--- src/rtl/chan_evt_pkg.sv ---
package chan_evt_pkg;
  localparam int unsigned A_ENABLE  = 0;
  localparam int unsigned A_STATUS  = 1;
  localparam int unsigned A_TRIGGER = 2;
  localparam int unsigned A_CAPDATA = 3;

  localparam int unsigned B_OVF  = 0;
  localparam int unsigned B_CH   = 1;
  localparam int unsigned B_RCAP = 9;

  localparam int unsigned MIN_DATA_W = B_RCAP + 1;

  typedef struct packed {
    logic ovf;
    logic ch;
    logic rcap;
  } flag_vec_t;
endpackage

--- src/rtl/chan_evt_flag_bit.sv ---
module chan_evt_flag_bit (
  input  logic clk,
  input  logic rst,
  input  logic set_i,
  input  logic clr_i,
  output logic q_o
);
  always_ff @(posedge clk) begin
    if (rst)        q_o <= 1'b0;
    else if (set_i) q_o <= 1'b1;
    else if (clr_i) q_o <= 1'b0;
  end
endmodule

--- src/rtl/chan_evt_source.sv ---
module chan_evt_source (
  input  logic mode_capture,
  input  logic ovf_strobe,
  input  logic cap_strobe,
  input  logic cmp_strobe,
  input  logic sw_ovf,
  input  logic sw_ch,
  input  logic ch_now,
  output chan_evt_pkg::flag_vec_t evt_o
);
  logic hw_ch;
  always_comb begin
    hw_ch       = mode_capture ? cap_strobe : cmp_strobe;
    evt_o.ovf   = ovf_strobe | sw_ovf;
    evt_o.ch    = hw_ch | sw_ch;
    evt_o.rcap  = mode_capture & evt_o.ch & ch_now;
  end
endmodule

--- src/rtl/chan_evt_regbus.sv ---
module chan_evt_regbus #(
  parameter int ADDR_W = 2,
  parameter int DATA_W = 16
) (
  input  logic              clk,
  input  logic              rst,
  input  logic              mode_capture,
  input  logic [ADDR_W-1:0] bus_addr,
  input  logic              bus_wr,
  input  logic              bus_rd,
  input  logic [DATA_W-1:0] bus_wdata,
  input  logic [DATA_W-1:0] cap_value,
  input  chan_evt_pkg::flag_vec_t flags_i,
  output logic [1:0]        en_o,
  output logic              sw_ovf,
  output logic              sw_ch,
  output chan_evt_pkg::flag_vec_t clr_o,
  output logic [DATA_W-1:0] bus_rdata
);
  import chan_evt_pkg::*;

  logic sel_en, sel_st, sel_tr, sel_cap;
  logic [DATA_W-1:0] status_word, rd_mux;

  always_comb begin
    sel_en  = bus_addr == ADDR_W'(A_ENABLE);
    sel_st  = bus_addr == ADDR_W'(A_STATUS);
    sel_tr  = bus_addr == ADDR_W'(A_TRIGGER);
    sel_cap = bus_addr == ADDR_W'(A_CAPDATA);
    sw_ovf  = bus_wr && sel_tr && bus_wdata[B_OVF];
    sw_ch   = bus_wr && sel_tr && bus_wdata[B_CH];
    clr_o.ovf  = bus_wr && sel_st && !bus_wdata[B_OVF];
    clr_o.ch   = (bus_wr && sel_st && !bus_wdata[B_CH]) ||
                 (mode_capture && bus_rd && sel_cap);
    clr_o.rcap = bus_wr && sel_st && !bus_wdata[B_RCAP];
    status_word         = '0;
    status_word[B_OVF]  = flags_i.ovf;
    status_word[B_CH]   = flags_i.ch;
    status_word[B_RCAP] = flags_i.rcap;
    rd_mux = '0;
    if (sel_en)       rd_mux[1:0] = en_o;
    else if (sel_st)  rd_mux = status_word;
    else if (sel_cap) rd_mux = cap_value;
  end

  always_ff @(posedge clk) begin
    if (rst) begin
      en_o      <= '0;
      bus_rdata <= '0;
    end else begin
      if (bus_wr && sel_en) en_o <= bus_wdata[1:0];
      if (bus_rd)           bus_rdata <= rd_mux;
    end
  end
endmodule

--- src/rtl/chan_evt_flags.sv ---
module chan_evt_flags #(
  parameter int ADDR_W = 2,
  parameter int DATA_W = 16
) (
  input  logic              clk,
  input  logic              rst,
  input  logic              ovf_strobe,
  input  logic              cap_strobe,
  input  logic              cmp_strobe,
  input  logic              mode_capture,
  input  logic [ADDR_W-1:0] bus_addr,
  input  logic              bus_wr,
  input  logic              bus_rd,
  input  logic [DATA_W-1:0] bus_wdata,
  input  logic [DATA_W-1:0] cap_value,
  output logic [DATA_W-1:0] bus_rdata,
  output logic              irq
);
  import chan_evt_pkg::*;

  localparam int N_FLAGS = $bits(flag_vec_t);

  if (DATA_W < int'(MIN_DATA_W)) begin : g_bad_width
    initial $error("DATA_W too narrow for status layout");
  end

  flag_vec_t flags, evt, clr;
  logic [1:0] en_q;
  logic sw_ovf, sw_ch;
  logic ovf_q, ch_q, rcap_q;

  chan_evt_source u_src (
    .mode_capture (mode_capture),
    .ovf_strobe   (ovf_strobe),
    .cap_strobe   (cap_strobe),
    .cmp_strobe   (cmp_strobe),
    .sw_ovf       (sw_ovf),
    .sw_ch        (sw_ch),
    .ch_now       (flags.ch),
    .evt_o        (evt)
  );

  chan_evt_regbus #(.ADDR_W(ADDR_W), .DATA_W(DATA_W)) u_bus (
    .clk          (clk),
    .rst          (rst),
    .mode_capture (mode_capture),
    .bus_addr     (bus_addr),
    .bus_wr       (bus_wr),
    .bus_rd       (bus_rd),
    .bus_wdata    (bus_wdata),
    .cap_value    (cap_value),
    .flags_i      (flags),
    .en_o         (en_q),
    .sw_ovf       (sw_ovf),
    .sw_ch        (sw_ch),
    .clr_o        (clr),
    .bus_rdata    (bus_rdata)
  );

  logic [N_FLAGS-1:0] set_v, clr_v, q_v;
  assign set_v = evt;
  assign clr_v = clr;

  for (genvar i = 0; i < N_FLAGS; i++) begin : g_flag
    chan_evt_flag_bit u_bit (
      .clk   (clk),
      .rst   (rst),
      .set_i (set_v[i]),
      .clr_i (clr_v[i]),
      .q_o   (q_v[i])
    );
  end

  assign flags  = q_v;
  assign ovf_q  = flags.ovf;
  assign ch_q   = flags.ch;
  assign rcap_q = flags.rcap;

  always_ff @(posedge clk) begin
    if (rst) irq <= 1'b0;
    else     irq <= (ovf_q & en_q[0]) | (ch_q & en_q[1]);
  end
endmodule

--- config.mk ---
export PLATFORM = sky130hd
export DESIGN_NAME = chan_evt_flags
export DESIGN_NICKNAME = d
export VERILOG_FILES = /design/src/rtl/chan_evt_pkg.sv /design/src/rtl/chan_evt_flag_bit.sv /design/src/rtl/chan_evt_source.sv /design/src/rtl/chan_evt_regbus.sv /design/src/rtl/chan_evt_flags.sv
export SDC_FILE = /design/constraint.sdc
export NUM_CORES = 1
export LEC_CHECK = 0
export BUFFER_PORTS_ARGS = -buffer_cell sky130_fd_sc_hd__buf_4
export CAP_MARGIN = 20
export CORE_AREA = 2 2 49 51
export DETAILED_ROUTE_END_ITERATION = 16
export DIE_AREA = 0 0 51 53
export PLACE_DENSITY = 0.79
export RECOVER_POWER = 100
export SYNTH_ARGS = -nofsm -noshare
export SYNTH_HDL_FRONTEND = slang
export SYNTH_HIERARCHICAL = 1
export SYNTH_SLANG_ARGS = --single-unit
--- constraint.sdc ---
create_clock -name clk -period 1.8 [get_ports clk]
set_input_delay 0.18 -clock clk [delete_from_list [all_inputs] [get_ports clk]]
set_output_delay 0.18 -clock clk [all_outputs]
set_load 0.05 [all_outputs]
Yosys cells after proc, flatten, opt, wreduce, memory -nomap -nowiden
Index checks and enable logic that the tools add are counted.
{"block": "classes", "n_mux": 11, "eq_ne": 3, "bitwise": 7, "reduce_logical": 18}
{"cell": "$mux W16", "n": 2}
{"cell": "$mux W14", "n": 1}
{"cell": "$logic_and A1 B1 Y1", "n": 10}
{"cell": "$mux W1", "n": 7}
{"cell": "$reduce_bool A2 Y1", "n": 3}
{"cell": "$and A1 B1 Y1", "n": 4}
{"cell": "$eq A2 B2 Y1 const B", "n": 2}
{"cell": "$logic_not A1 Y1", "n": 3}
{"cell": "$or A1 B1 Y1", "n": 3}
{"cell": "$eq A2 B1 Y1 const B", "n": 1}
{"cell": "$logic_not A2 Y1", "n": 1}
{"cell": "$mux W2", "n": 1}
{"cell": "$logic_or A1 B1 Y1", "n": 1}
{"block": "totals", "in_bits": 42, "out_inout_bits": 17, "ff_bits": 22, "wordCells": 45}

Depth between registers and ports, before layout
{"block": "depth", "word_depth": 7, "mapped_depth": 6, "ltp_nobuf": 5}

Cells and area by module
Netlist, hierarchy kept.
{"module": "chan_evt_regbus", "instances": 1, "area_each_um2": 715.7, "seq_area_each_um2": 360.3, "cells_per_inst": 66}
{"module": "chan_evt_flag_bit", "instances": 3, "area_each_um2": 38.8, "seq_area_each_um2": 20.0, "cells_per_inst": 4}
{"module": "chan_evt_flags", "instances": 1, "area_each_um2": 31.3, "seq_area_each_um2": 20.0, "cells_per_inst": 3}
{"module": "chan_evt_source", "instances": 1, "area_each_um2": 31.3, "seq_area_each_um2": 0.0, "cells_per_inst": 4}

Least setup slack after synthesis
Ideal clock, no wire load.
{"block": "synth_path", "path_kind": "input-to-reg", "start": "input bus_addr[0]", "end": "register g_flag[2].u_bit.q_o", "cell_stages": 5, "setup_time_ns": 0.113, "t_arrival_ns": 0.905, "required_time_ns": 1.687, "n_path_buf": 1, "slack_ns": 0.781, "path_cell_list": "buf_2 -> and4b_1 -> or2_2 -> inv_1 -> a21oi_2"}
{"element": "from (decl)", "line_no": "chan_evt_flags.sv:11", "rtl": "input logic [ADDR_W-1:0] bus_addr,"}
{"element": "to (signal assigned)", "line_no": "chan_evt_flag_bit.sv:9", "rtl": "if (rst) q_o <= 1'b0;"}
{"element": "to (signal assigned)", "line_no": "chan_evt_flag_bit.sv:10", "rtl": "else if (set_i) q_o <= 1'b1;"}
{"element": "to (signal assigned)", "line_no": "chan_evt_flag_bit.sv:11", "rtl": "else if (clr_i) q_o <= 1'b0;"}
{"element": "to (decl)", "line_no": "chan_evt_flag_bit.sv:6", "rtl": "output logic q_o"}

Worst setup path after layout
{"block": "layout_path", "start": "register u_bus.bus_rdata[0]", "end": "output bus_rdata[0]"}
{"element": "from (decl)", "line_no": "chan_evt_regbus.sv:18", "rtl": "output logic [DATA_W-1:0] bus_rdata"}
{"element": "from (signal assigned)", "line_no": "chan_evt_regbus.sv:52", "rtl": "if (bus_rd) bus_rdata <= rd_mux;"}
{"element": "to (decl)", "line_no": "chan_evt_flags.sv:16", "rtl": "output logic [DATA_W-1:0] bus_rdata,"}
No word-level cell between the ends.

==> results.json <==
{
  "status": "complete, no violations",
  "crit_type": "reg -> out",
  "cp_max_fo": 2,
  "worstPathCellList": "clkbuf_1",
  "clock_latency_ns": 0.30,
  "cts-buffers-inserted": 3,
  "cp_data_arrival_time_ns": 1.15,
  "synth.most_common_cell": "dfxtp_1",
  "grt_usage_pct": 16.0,
  "synth_warnings": 6,
  "slew_viol_final": 0,
  "finalWirelength_microns": 1990,
  "required_ns": 1.62,
  "crit_buf_inv": 1,
  "wl_met1_microns": 870,
  "clk_path_buf_depth": 2,
  "synth-edff-count": 0,
  "hp-class": "in -> reg",
  "layout-drive-gt1-share_pct": 26.9,
  "fin_util_pct": 55.3,
  "synth-adder-area-share_pct": 0,
  "hold_buffers": 0,
  "drc": 0,
  "p_leak_nw": 0.510,
  "gp_congestion": 0.761,
  "ys_async_sr_fraction_pct": 0,
  "synth_simple_gate_area_share_pct": 20.1,
  "tns_ns": 0,
  "num_vias": 793,
  "cts_root_buf": "clkbuf_4",
  "grt_pass1_wl_microns": 3220,
  "num_antenna_cells": 0,
  "wl_met2_microns": 931,
  "slowest_delay_ns": 0.49,
  "drtIter0Drc": 10,
  "clk_pin_slew_ns": 0.12,
  "ir_worst_vdd_uv": 402,
  "synthesis.area_sq_um": 895,
  "place_hpwl_microns": 1470,
  "final_antenna_net_count": 0,
  "first_global_vias": 759,
  "antenna_found_initial": 0,
  "die_area_sq_um": 2700,
  "syn_to_final_growth_pct": 32.7,
  "ys.flop_type": "dfxtp_1",
  "firstDrtPassIters": 4,
  "htree_levels": 1,
  "row_count": 17,
  "cts_tree": "built",
  "routed.top_layer": "met3",
  "yosysSeqAreaShare_pct": 49.2,
  "finalClockSkew_ns": 0.00456,
  "synth_top_family_by_area": "compound AO/OA/AOI/OAI gates",
  "synth_nets": 127,
  "wire_per_inst_microns": 12.6,
  "cp-end-kind": "output port",
  "viasPerCell": 5.02,
  "avgSynthCellArea_sq_um": 10.5,
  "grt_max_degree": 14,
  "slowest_stage": "clkbuf_1",
  "synthMuxAreaShare_pct": 3.50,
  "wl_met3_microns": 187,
  "io_buffers": 45,
  "synth_xor_area_share_pct": 0,
  "hold_viol_final": 0,
  "fmax_mhz": 751,
  "slew_headroom_pct": 44.9,
  "overflow": 0,
  "fp.dieH_microns": 53,
  "chipWidth_microns": 51,
  "period_needed_ns": 1.33,
  "nets": 173,
  "start_util_pct": 41.6,
  "coreArea_sq_um": 2150,
  "synth-compound-area-share_pct": 22.9,
  "fillCellCount": 229,
  "cts_resized": 0,
  "ys_top_cells_by_count": "22 x dfxtp_1, 13 x a22o_1, 9 x nor2_1",
  "power.density_nw_per_um2": 793,
  "crit_family": "buffers and inverters",
  "synth_cell_types": 26,
  "cap_violations": 0,
  "setup_viol": 0,
  "hold_ws_ns": 0.0775,
  "synthCells": 85,
  "tightest_slew_ns": 0.823,
  "yosys.area.top_type": "dfxtp_1",
  "finalCritPeriodShare_pct": 74.0,
  "boundaryPins": 59,
  "cts_sinks": 22,
  "grt_setup_unrepaired": "no",
  "start_kind": "flip-flop",
  "ys_top_cells_by_area": "dfxtp_1 49%, a22o_1 13%, nor2_1 3.8%, a21oi_2 2.9%, nand2b_1 2.8%",
  "post_cts_buffers": 0,
  "yosys.area.top_type_share_pct": 49.2,
  "ys_seq_elements": 22
}
[per-layer routing]
layer | up-vias | track usage (%)
met2 | 38 | 28.6
met3 | 0 | 3.95
met1 | 354 | 18.6
li1 | 401 | -
met5 | - | 0
met4 | 0 | 5.41
[cell families after synthesis]
| logic type | count (synthesis) |
|---|---|
| and+or+nand+nor | 28 |
| buffers and inverters | 7 |
| DFF | 22 |
| muxes | 3 |
| AOI/OAI and AO/OA | 25 |
[per-stage QoR]
step | instance area, sq um | setup slack, ns | std cells | power (mW)
after detailed placement | 1240 | 0.502 | 154 | 0.702
after global routing | 1190 | 0.368 | 158 | 0.990
after global placement | 1240 | 0.518 | 154 | 0.699
after CTS | 1280 | 0.731 | 158 | 0.970
final | 1190 | 0.469 | 158 | 0.941
after floorplan | 895 | 0.781 | 85 | 0.620
[worst paths after layout]
kind | to | cells after the start | startpoint | slack [ns]
max | bus_rdata[0] | 1 | u_bus/bus_rdata[0] | 0.47
min | u_bus/bus_rdata[4] | 2 | cap_value[4] | 0.08
max reg2reg | u_bus/bus_rdata[0] | 3 | u_bus/en_o[0] | 0.82
min reg2reg | g_flag[0].u_bit/q_o | 2 | g_flag[0].u_bit/q_o | 0.49
[sequential cells by signal, summed over array words and instances, names as in the netlist]
register          count
u_bus/bus_rdata      16
g_flag.u_bit/q_o      3
u_bus/en_o            2
irq                   1
[layout by cell type (no fill, tap or decap), drive strengths merged]
cell and instances:
inv 3, nor3b 2, a211oi 2, a22o 13, mux2 1, nor4 2, a21oi 6, dfxtp 22
nor2b 4, and4b 2, buf 27, a22oi 1, or2b 1, clkbuf 22, mux2i 2, o211a 1
or2 1, a211o 1, nand3 1, nand2 1, nor2 9, a32oi 1, nand2b 4, nand3b 1
[power breakdown]
group	internal [mW]	switching, mW	total, mW
Sequential	0.505	0.0109	0.516
Clock	0.123	0.144	0.267
Combinational	0.0685	0.0899	0.158
Total	0.697	0.245	0.941
[layout make-up]
type | count | area, sq um | share of cell area (%)
flip-flops and latches | 22 | 440 | 37.1
multi-input cells | 56 | 394 | 33.2
repair buffers | 45 | 270 | 22.8
clock buffers | 4 | 36.3 | 3.06
well taps | 28 | 35.0 | 2.95
inverters | 3 | 11.3 | 0.948
Power figures use the tool's default switching activity.
